===== config.mk =====
export PLATFORM = sky130hd
export DESIGN_NAME = stop_ctrl
export DESIGN_NICKNAME = d
export VERILOG_FILES = /design/src/rtl/stop_ctrl_pkg.sv /design/src/rtl/stop_pin_sync.sv /design/src/rtl/stop_warmup_timer.sv /design/src/rtl/stop_fsm.sv /design/src/rtl/stop_ctrl.sv
export SDC_FILE = /design/constraint.sdc
export NUM_CORES = 1
export LEC_CHECK = 0
export BUFFER_PORTS_ARGS = -buffer_cell sky130_fd_sc_hd__buf_2
export CAP_MARGIN = 25
export CORE_MARGIN = 2
export CORE_UTILIZATION = 40
export DETAILED_ROUTE_END_ITERATION = 7
export PLACE_DENSITY_LB_ADDON = 0.08
export SYNTH_ARGS = -nofsm -noshare
export SYNTH_HDL_FRONTEND = slang
export SYNTH_SLANG_ARGS = --single-unit

===== constraint.sdc =====
create_clock -name clk -period 1.9 [get_ports clk]
set_clock_uncertainty 0.1 [all_clocks]
set_input_delay 0.475 -clock clk [delete_from_list [all_inputs] [get_ports clk]]
set_output_delay 0.475 -clock clk [all_outputs]
set_load 0.05 [all_outputs]

===== src/rtl/stop_ctrl_pkg.sv =====
package stop_ctrl_pkg;
  typedef enum logic [1:0] {
    ST_RUN  = 2'd0,
    ST_STOP = 2'd1,
    ST_WARM = 2'd2
  } pm_state_e;

  localparam int CTL_START_BIT = 1;
  localparam int CTL_MODE_BIT  = 0;
endpackage


===== src/rtl/stop_pin_sync.sv =====
module stop_pin_sync #(
  parameter int SYNC_STAGES = 2
) (
  input  logic clk,
  input  logic rst_n,
  input  logic pin_async,
  output logic pin_lvl,
  output logic pin_rise
);
  logic [SYNC_STAGES-1:0] sync_q;
  logic                   prev_q;

  genvar g;
  generate
    for (g = 0; g < SYNC_STAGES; g++) begin : g_stage
      if (g == 0) begin : g_first
        always_ff @(posedge clk or negedge rst_n) begin
          if (!rst_n) sync_q[0] <= 1'b0;
          else        sync_q[0] <= pin_async;
        end
      end else begin : g_next
        always_ff @(posedge clk or negedge rst_n) begin
          if (!rst_n) sync_q[g] <= 1'b0;
          else        sync_q[g] <= sync_q[g-1];
        end
      end
    end
  endgenerate

  always_ff @(posedge clk or negedge rst_n) begin
    if (!rst_n) prev_q <= 1'b0;
    else        prev_q <= sync_q[SYNC_STAGES-1];
  end

  assign pin_lvl  = sync_q[SYNC_STAGES-1];
  assign pin_rise = sync_q[SYNC_STAGES-1] & ~prev_q;
endmodule


===== src/rtl/stop_warmup_timer.sv =====
module stop_warmup_timer #(
  parameter int CNT_W    = 8,
  parameter int PRE_LOG2 = 6
) (
  input  logic             clk,
  input  logic             rst_n,
  input  logic             start,
  input  logic [CNT_W-1:0] load_val,
  input  logic             tick,
  output logic             busy,
  output logic             expire
);
  localparam int PRE_W = (PRE_LOG2 < 1) ? 1 : PRE_LOG2;
  localparam logic [PRE_W-1:0] PRE_MAX = PRE_W'((1 << PRE_LOG2) - 1);
  localparam logic [CNT_W-1:0] CNT_ONE = CNT_W'(1);

  logic             busy_q, busy_d;
  logic [CNT_W-1:0] cnt_q, cnt_d;
  logic [PRE_W-1:0] pre_q, pre_d;
  logic             pre_wrap;

  assign pre_wrap = (pre_q == PRE_MAX);
  assign expire   = busy_q & tick & pre_wrap & (cnt_q == CNT_ONE);
  assign busy     = busy_q;

  always_comb begin
    busy_d = busy_q;
    cnt_d  = cnt_q;
    pre_d  = pre_q;
    if (start) begin
      busy_d = 1'b1;
      cnt_d  = (load_val == '0) ? CNT_ONE : load_val;
      pre_d  = '0;
    end else if (busy_q && tick) begin
      if (pre_wrap) begin
        pre_d = '0;
        if (cnt_q == CNT_ONE) busy_d = 1'b0;
        else                  cnt_d  = cnt_q - CNT_ONE;
      end else begin
        pre_d = pre_q + 1'b1;
      end
    end
  end

  always_ff @(posedge clk or negedge rst_n) begin
    if (!rst_n) begin
      busy_q <= 1'b0;
      cnt_q  <= '0;
      pre_q  <= '0;
    end else begin
      busy_q <= busy_d;
      cnt_q  <= cnt_d;
      pre_q  <= pre_d;
    end
  end


  tick_hold_chk: assert property (@(posedge clk) disable iff (!rst_n)
    (busy_q && !tick && !start) |=> ($stable(cnt_q) && $stable(pre_q)));
endmodule


===== src/rtl/stop_fsm.sv =====
module stop_fsm
  import stop_ctrl_pkg::*;
(
  input  logic       clk,
  input  logic       rst_n,
  input  logic       ctl_wr,
  input  logic [1:0] ctl_wdata,
  input  logic       pin_lvl,
  input  logic       pin_rise,
  input  logic [1:0] rel_src,
  input  logic       main_from_slow,
  input  logic       wu_expire,
  output pm_state_e  state,
  output logic       stop_bit,
  output logic       lvl_mode,
  output logic       src_slow,
  output logic       wu_start,
  output logic       rel_done
);
  pm_state_e state_q, state_d;
  logic stop_q, stop_d, mode_q, mode_d, src_q, src_d, done_q, done_d;
  logic req_start, req_mode, rel_ok, rel_hit;

  assign req_start = ctl_wdata[CTL_START_BIT];
  assign req_mode  = ctl_wdata[CTL_MODE_BIT];
  assign rel_ok    = ~rel_src[0];
  assign rel_hit   = rel_ok & (mode_q ? pin_lvl : pin_rise);

  always_comb begin
    state_d  = state_q;
    stop_d   = stop_q;
    mode_d   = mode_q;
    src_d    = src_q;
    done_d   = 1'b0;
    wu_start = 1'b0;
    unique case (state_q)
      ST_RUN: begin
        if (ctl_wr) begin
          mode_d = req_mode;
          if (req_start && !(req_mode && pin_lvl)) begin
            state_d = ST_STOP;
            stop_d  = 1'b1;
            src_d   = main_from_slow;
          end
        end
      end
      ST_STOP: begin
        if (rel_hit) begin
          state_d  = ST_WARM;
          wu_start = 1'b1;
        end
      end
      ST_WARM: begin
        if (wu_expire) begin
          state_d = ST_RUN;
          stop_d  = 1'b0;
          done_d  = 1'b1;
        end
      end
      default: state_d = ST_RUN;
    endcase
  end

  always_ff @(posedge clk or negedge rst_n) begin
    if (!rst_n) begin
      state_q <= ST_RUN;
      stop_q  <= 1'b0;
      mode_q  <= 1'b0;
      src_q   <= 1'b0;
      done_q  <= 1'b0;
    end else begin
      state_q <= state_d;
      stop_q  <= stop_d;
      mode_q  <= mode_d;
      src_q   <= src_d;
      done_q  <= done_d;
    end
  end

  assign state    = state_q;
  assign stop_bit = stop_q;
  assign lvl_mode = mode_q;
  assign src_slow = src_q;
  assign rel_done = done_q;


  done_pulse_chk: assert property (@(posedge clk) disable iff (!rst_n)
    done_q |-> (state_q == ST_RUN && !stop_q && !done_d));

  lvl_block_chk: assert property (@(posedge clk) disable iff (!rst_n)
    (state_q == ST_RUN && ctl_wr && req_start && req_mode && pin_lvl) |=> (state_q == ST_RUN));

  src_block_chk: assert property (@(posedge clk) disable iff (!rst_n)
    (state_q == ST_STOP && rel_src[0]) |=> (state_q == ST_STOP));

  stop_exit_chk: assert property (@(posedge clk) disable iff (!rst_n)
    (state_q == ST_STOP) |=> (state_q != ST_RUN));

  frozen_cfg_chk: assert property (@(posedge clk) disable iff (!rst_n)
    (state_q != ST_RUN) |=> ($stable(mode_q) && $stable(src_q)));
endmodule


===== src/rtl/stop_ctrl.sv =====
module stop_ctrl
  import stop_ctrl_pkg::*;
#(
  parameter int CNT_W       = 8,
  parameter int PRE_LOG2    = 6,
  parameter int SYNC_STAGES = 2
) (
  input  logic             clk,
  input  logic             rst_n,
  input  logic             ctl_wr,
  input  logic [1:0]       ctl_wdata,
  output logic [1:0]       ctl_rdata,
  input  logic [1:0]       rel_src,
  input  logic [CNT_W-1:0] wu_count,
  input  logic             main_from_slow,
  input  logic             tick_fast,
  input  logic             tick_slow,
  input  logic             stop_pin,
  output logic             core_clk_en,
  output logic             rel_done,
  output logic [1:0]       pm_state
);
  logic      pin_lvl, pin_rise;
  logic      stop_bit, lvl_mode, src_slow, wu_start, wu_busy, wu_expire, wu_tick;
  pm_state_e state;

  stop_pin_sync #(.SYNC_STAGES(SYNC_STAGES)) u_sync (
    .clk(clk), .rst_n(rst_n), .pin_async(stop_pin),
    .pin_lvl(pin_lvl), .pin_rise(pin_rise)
  );

  stop_fsm u_fsm (
    .clk(clk), .rst_n(rst_n), .ctl_wr(ctl_wr), .ctl_wdata(ctl_wdata),
    .pin_lvl(pin_lvl), .pin_rise(pin_rise), .rel_src(rel_src),
    .main_from_slow(main_from_slow), .wu_expire(wu_expire),
    .state(state), .stop_bit(stop_bit), .lvl_mode(lvl_mode),
    .src_slow(src_slow), .wu_start(wu_start), .rel_done(rel_done)
  );

  assign wu_tick = src_slow ? tick_slow : tick_fast;

  stop_warmup_timer #(.CNT_W(CNT_W), .PRE_LOG2(PRE_LOG2)) u_timer (
    .clk(clk), .rst_n(rst_n), .start(wu_start), .load_val(wu_count),
    .tick(wu_tick), .busy(wu_busy), .expire(wu_expire)
  );

  assign core_clk_en = (state == ST_RUN);
  assign pm_state    = state;
  assign ctl_rdata   = {stop_bit, lvl_mode};


  warm_busy_chk: assert property (@(posedge clk) disable iff (!rst_n)
    (state == ST_WARM) |-> wu_busy);
endmodule


# Word-level counts from Yosys, hierarchy flattened
# Cells that the tools add are included.
[totals]
register_bits = 24
inputBits = 19
output_inout_bits = 6
word_cells = 72
[op_classes]
bitwise = 7
addsub = 2
eq_ne = 9
reduce_logical = 16
mux = 27
[op_table]
columns = ["cell", "n"]
rows = [
  ["$mux 8", 5],
  ["$mux 6", 3],
  ["$mux 1", 13],
  ["$reduce_and 3->1", 3],
  ["$eq 8x1->1 const B", 1],
  ["$logic_not 8->1", 1],
  ["$mux 2", 4],
  ["$reduce_and 4->1", 2],
  ["$reduce_bool 2->1", 4],
  ["$sub 8x1->8 const B", 1],
  ["$add 6x1->6 const B", 1],
  ["$eq 6x6->1 const B", 1],
  ["$ne 2x1->1 const B", 3],
  ["$pmux 2 s3", 1],
  ["$and 1x1->1", 5],
  ["$ne 2x2->1 const B", 2],
  ["$logic_and 1x1->1", 3],
  ["$eq 2x1->1 const B", 1],
  ["$eq 2x2->1 const B", 1],
  ["$logic_not 2->1", 1],
  ["$not 1->1", 2],
  ["$pmux 1 s2", 1],
  ["$reduce_and 2->1", 1],
  ["$logic_not 1->1", 1],
]

# Longest topological paths before layout
[logic_depth]
word_depth = 8
ltp_mapped = 6
ltp_nobuf = 6

# By module
# Synthesis repeated with hierarchy kept, for this count alone.
[hier_totals]
cells_unflattened = 137
hier_area_um2 = 1385.1
[by_module_without_submodules]
columns = ["mod", "seq_area_each_um2", "area_each_um2", "n_inst", "cells_per_inst"]
rows = [
  ["stop_warmup_timer", 375.4, 988.4, 1, 105],
  ["stop_fsm", 150.1, 274.0, 1, 24],
  ["stop_pin_sync", 75.1, 88.8, 1, 4],
  ["stop_ctrl", 0.0, 33.8, 1, 4],
]

# Worst setup path after synthesis
# Ideal clock, no wire load.
[synth_timing]
kind = "flip-flop to flip-flop"
from = "register u_fsm.state_q[1] (netlist: u_fsm.state[1])"
to = "register u_fsm.src_q (netlist: u_fsm.src_slow)"
period_less_slack_ns = 2.151
t_required_ns = 1.675
n_path_buf = 0
setup_slack_ns = -0.251
setup_time_ns = 0.125
stages_incl_launch_ff = 4
arrival_time_ns = 1.926
path_cell_list = "dfrtp_1 -> nor2_1 -> nand4_1 -> mux2_2"
[synth_between]
elab_chain_len = 2
[synth_rtl]
columns = ["element", "line_no", "text"]
rows = [
  ["start: declaration", "stop_fsm.sv:20", "pm_state_e state_q, state_d;"],
  ["start signal: assignment", "stop_fsm.sv:72", "state_q <= state_d;"],
  ["$logic_not 2->1", "n/a", ""],
  ["via core_clk_en", "stop_ctrl.sv:19", "output logic core_clk_en,"],
  ["$reduce_and 3->1 (no source line)", "n/a", ""],
  ["end signal: assignment", "stop_fsm.sv:75", "src_q <= src_d;"],
  ["end: declaration", "stop_fsm.sv:21", "logic stop_q, stop_d, mode_q, mode_d, src_q, src_d, done_q, done_d;"],
]
# The timed path passes the listed nets, and every way through them passes these cells.
# A chain may end at the register's enable or synchronous reset.

# Final worst setup path
[layout_timing]
from = "register u_timer.cnt_q[6]"
to = "register u_timer.cnt_q[7]"
[layout_between]
elab_chain_len = 5
elab_cells_between_ends = 8
classes_between = "add/sub: 1; eq/ne: 2; mux: 4; reduce/logical: 1"
[layout_rtl]
columns = ["element", "line_no", "text"]
rows = [
  ["start: declaration", "stop_warmup_timer.sv:18", "logic [CNT_W-1:0] cnt_q, cnt_d;"],
  ["start signal: assignment", "stop_warmup_timer.sv:52", "cnt_q <= cnt_d;"],
  ["$sub 8x1->8", "stop_warmup_timer.sv:38", "else cnt_d = cnt_q - CNT_ONE;"],
  ["$mux 8", "stop_warmup_timer.sv:37", "if (cnt_q == CNT_ONE) busy_d = 1'b0;"],
  ["$mux 8", "stop_warmup_timer.sv:35", "if (pre_wrap) begin"],
  ["$mux 8", "stop_warmup_timer.sv:34", "end else if (busy_q && tick) begin"],
  ["$mux 8", "stop_warmup_timer.sv:30", "if (start) begin"],
]
# Several ways; a longest one is shown, not always the timed one. The select of a mux whose other input is x is not followed.

==> Implementation_results.wiki <==
{| class="wikitable"
! Metric !! Value
|-
| Outcome || finished, violations left
|-
| Failing checks || setup timing
|-
| Net count, final || between 200 and 250
|-
| Detailed Route Iter0 Violations || 63
|-
| Detail-routed via count per cell || approximately 5.3
|-
| Max stage delay on crit path || between 0.5 and 0.6 ns
|-
| Combined area of the multi-input logic cells || 724 µm²
|-
| TritonCTS clock tree || done
|-
| Number of cells produced by synthesis || ~130
|-
| Reg2Reg Launch Point || u_timer.cnt_q[6]
|-
| Global-route wire length before repair || roughly 5200 µm
|-
| Slew at the pin closest to its max-slew limit || approximately 0.53 ns
|-
| Core Footprint || ~0.0030 mm²
|-
| Max clock buf depth || 2
|-
| Via count of the first global-routing pass || approximately 1,200
|-
| Category of the worst setup path capture point || flip-flop
|-
| Most frequent cell on the critical path || or4_4
|-
| Sequential area share after synthesis || 47.4%
|-
| Sw Pwr || approximately 680 µW
|-
| Ant. Diodes || 0
|-
| Tcrit/Tclk final || 110%
|-
| Worst slack on hold paths || ~0.0047 ns
|-
| Count of yosys warnings during synthesis || 0
|-
| Last weighted congestion value of the routability-driven placer || between 0.9 and 1
|-
| Clock tree sinks || 24
|-
| Worst path arrival time || roughly 2.3 ns
|-
| Cell area power density || around 1100 mW/mm²
|-
| Aggregate global routing overflow || 0
|-
| Fmax || 0.477 GHz
|-
| Combinational Power Share || between 40% and 50%
|-
| Fin worst setup slack || -0.195 ns
|-
| Worst min path class || input port to asynchronous set/reset pin
|-
| Setup repair after global routing missed its margin || true
|-
| Number of enable-type register cells in the synthesized netlist || 0
|-
| Inserted Clock Buffers || 3
|-
| Die ar. || roughly 0.0036 mm²
|-
| Share of total power consumed by net switching || between 30% and 40%
|-
| Category of cells accounting for the largest share of critical-path delay || simple AND/OR/NAND/NOR gates
|-
| Die Wd || around 60 µm
|-
| Share of final-layout standard cells stronger than drive strength 1 || between 40% and 50%
|-
| Setup Crit Path Kind || flip-flop to flip-flop
|-
| Antenna violations before repair || 0
|-
| Register cell area after layout || ~600 µm²
|-
| Worst slack at placement || -0.191 ns
|-
| Required time at the endpoint of the critical path || 2.06 ns
|-
| Clock share of power || 14.4%
|-
| Ordered list of cells on the worst path || or4_4 -> or4_4 -> or4_4 -> a31oi_1
|-
| Period minus WS final || approximately 2.1 ns
|-
| Clock Latency Late Sink || 0.32 ns
|-
| DP Wirelength || approximately 2300 µm
|-
| Startpoint Class || flip-flop
|-
| Clock-pin slew on the worst setup and hold paths || between 0.1 and 0.15 ns
|-
| Largest net degree at the start of global routing || 25
|-
| Sum of routed wire length over all layers || between 3000 and 4000 µm
|-
| Post-synth top flop || dfrtp_1
|-
| Post-synthesis to final-layout area growth || 37.6%
|-
| Largest driver fanout on the critical path || 3
|-
| Worst reg-to-reg setup slack || -0.19 ns
|-
| Average footprint of a synthesized cell || about 9.5 µm²
|-
| Syn_nets || 155
|-
| MaxCap Viol Count || 0
|-
| Terminus of the critical flop-to-flop path || u_timer.cnt_q[7]
|-
| Count of endpoints failing setup in the final report || 1
|-
| Number of iterations in the first detailed-routing pass || 4
|-
| Max-slew headroom at the worst pin || about 64%
|-
| LEAKAGE || 0.810 nW
|-
| FFs w/ async S/R, synth || 100%
|-
| Syn Std Cell Area || ~0.0013 mm²
|-
| Hold violation total from the final report || 0
|-
| Max Slew Vio Count || 0
|-
| IO Port Bufs || 23
|-
| Count of buffering cells on the critical path with inverters included || 0
|-
| Via count || ~1,200
|-
| # fillers || between 200 and 300
|-
| Floorplan die height || approximately 60 µm
|-
| Critical path depth in cells || 4
|-
| Setup crit end || u_timer.cnt_q[7]
|-
| Number of nets still failing antenna checks after routing || 0
|-
| Post-synth cell types || 37
|-
| Slowest library cell on the worst path || or4_4
|-
| Root Buffer || clkbuf_4
|-
| Initial core utilization || 41.8%
|-
| Clock H-tree levels || 1
|-
| Count of standard-cell rows || 20
|-
| I/O pin cnt || 25
|-
| Average detailed-routed wire length per instance || 13.8 µm
|-
| Worst IR drop on VDD || 0.521 mV
|-
| Sequential share of power || 38.1%
|-
| Count of state elements after synthesis || 24
|-
| Launch point of the critical path || u_timer.cnt_q[6]
|-
| FF-to-FF path depth || 4
|-
| Total global routing track utilization || a little under a fifth
|-
| Residual DRC count || 0
|-
| Internal || roughly 1.2 mW
|}
[cells in the final DEF (no fill, tap or decap), types with 4 or more instances in the layout]
| cell | count |
|---|---|
| a21oi_1 | 8 |
| a31oi_1 | 5 |
| buf_2 | 23 |
| buf_4 | 26 |
| dfrtp_1 | 23 |
| inv_1 | 4 |
| nand2_1 | 13 |
| nand3_1 | 5 |
| nor2_1 | 10 |
| o21ai_0 | 10 |
| or4_1 | 4 |
| or4_4 | 4 |
[stage by stage]
| step | cells | power (mW) | util (%) | setup TNS (ns) | area (µm²) |
|---|---|---|---|---|---|
| 2_1_floorplan | 133 | 1.12 | - | -0.150 | 1270 |
| 3_3_place_gp | 217 | 1.42 | 51.8 | -0.216 | 1570 |
| 4_1_cts | 222 | 1.75 | 54.0 | -0.197 | 1630 |
| 5_1_grt | 226 | 2.08 | 57.6 | -0.340 | 1740 |
| 3_5_place_dp | 217 | 1.44 | 51.8 | -0.280 | 1570 |
| 6_report | 226 | 1.92 | 57.6 | -0.195 | 1740 |
[cell usage after synthesis, types with 2 or more instances]
cell      number  area share [%]
or3_1          3             1.5
and3_1         2            0.99
or2_2          2            0.99
ha_1           3             3.0
nand2_1       13             3.9
mux2_2         3             2.7
mux2i_1        2             1.6
nand4_1        3             1.5
dfrtp_1       24              47
nor3_1         4             1.6
o21ai_0       10             4.0
a21oi_1        8             3.2
nand3_1        5             2.0
nor2b_1        2            0.99
nand2b_1       3             1.5
inv_1          4             1.2
a31oi_1        5             2.5
nor2_1        12             3.6
or4_1          6             3.6
buf_4          2             1.2
[layer usage]
layer	routed length (µm)	up-vias	share of wire [%]	global-route usage, %
met5	0	-	0	0
met4	31	0	0.99	3.17
met3	141	6	4.5	3.90
met2	1620	32	52	35.6
met1	1330	569	43	23.0
li1	-	594	-	-
[cell families after synthesis]
family | synth area share [%]
buffers and inverters | 3.36
DFF | 47.4
AOI/OAI and AO/OA | 13.6
and+or+nand+nor | 27.7
xor gates and xnor gates | 0.692
muxes | 4.25
adders and majority gates | 2.96
[cell type report]
| class | instances | area share (%) |
|---|---|---|
| flip-flops and latches | 24 | 34.5 |
| multi-input cells | 101 | 41.6 |
| repair buffers | 49 | 17.8 |
| well taps | 44 | 3.16 |
| clock buffers | 4 | 2.08 |
| inverters | 4 | 0.861 |
[state kept, by name, indices dropped and copies added, names as in the netlist]
| signal | flops |
|---|---|
| u_timer.pre_q | 6 |
| u_fsm.stop_bit | 1 |
| u_fsm.state | 2 |
| u_fsm.src_slow | 1 |
| u_sync.pin_lvl | 1 |
| u_sync.prev_q | 1 |
| u_sync.sync_q | 1 |
| u_timer.busy | 1 |
| u_fsm.lvl_mode | 1 |
| u_timer.cnt_q | 8 |
| u_fsm.rel_done | 1 |
[how the worst min path moves through the flow]
stage / startpoint / end / slack, ns / depth (start not counted)
floorplan: rst_n / u_fsm.lvl_mode / 0.08 / 0
global placement: u_sync.sync_q[0] / u_sync.pin_lvl / 0.23 / 0
detailed placement: u_sync.sync_q[0] / u_sync.pin_lvl / 0.24 / 0
CTS: rst_n / u_fsm.stop_bit / 0.03 / 1
global route: rst_n / u_fsm.stop_bit / 0.04 / 1
finish: rst_n / u_fsm.stop_bit / 0.005 / 1
[timing repair]
action,4_1_cts,5_1_grt
endpoints found under the hold margin,0,0
hold buffers,0,0
pin swaps,1,2
resized for setup,5,16
setup endpoints to repair,8,10
setup buffers,1,4
[power by group through the flow]
stage	logic [mW]	registers, mW	clock network (mW)
5_1_grt	1.02	0.747	0.308
4_1_cts	0.756	0.709	0.289
3_3_place_gp	0.711	0.710	0
2_1_floorplan	0.386	0.732	0
6_report	0.915	0.733	0.277
3_5_place_dp	0.726	0.718	0
(Power assumes the default switching activity.)
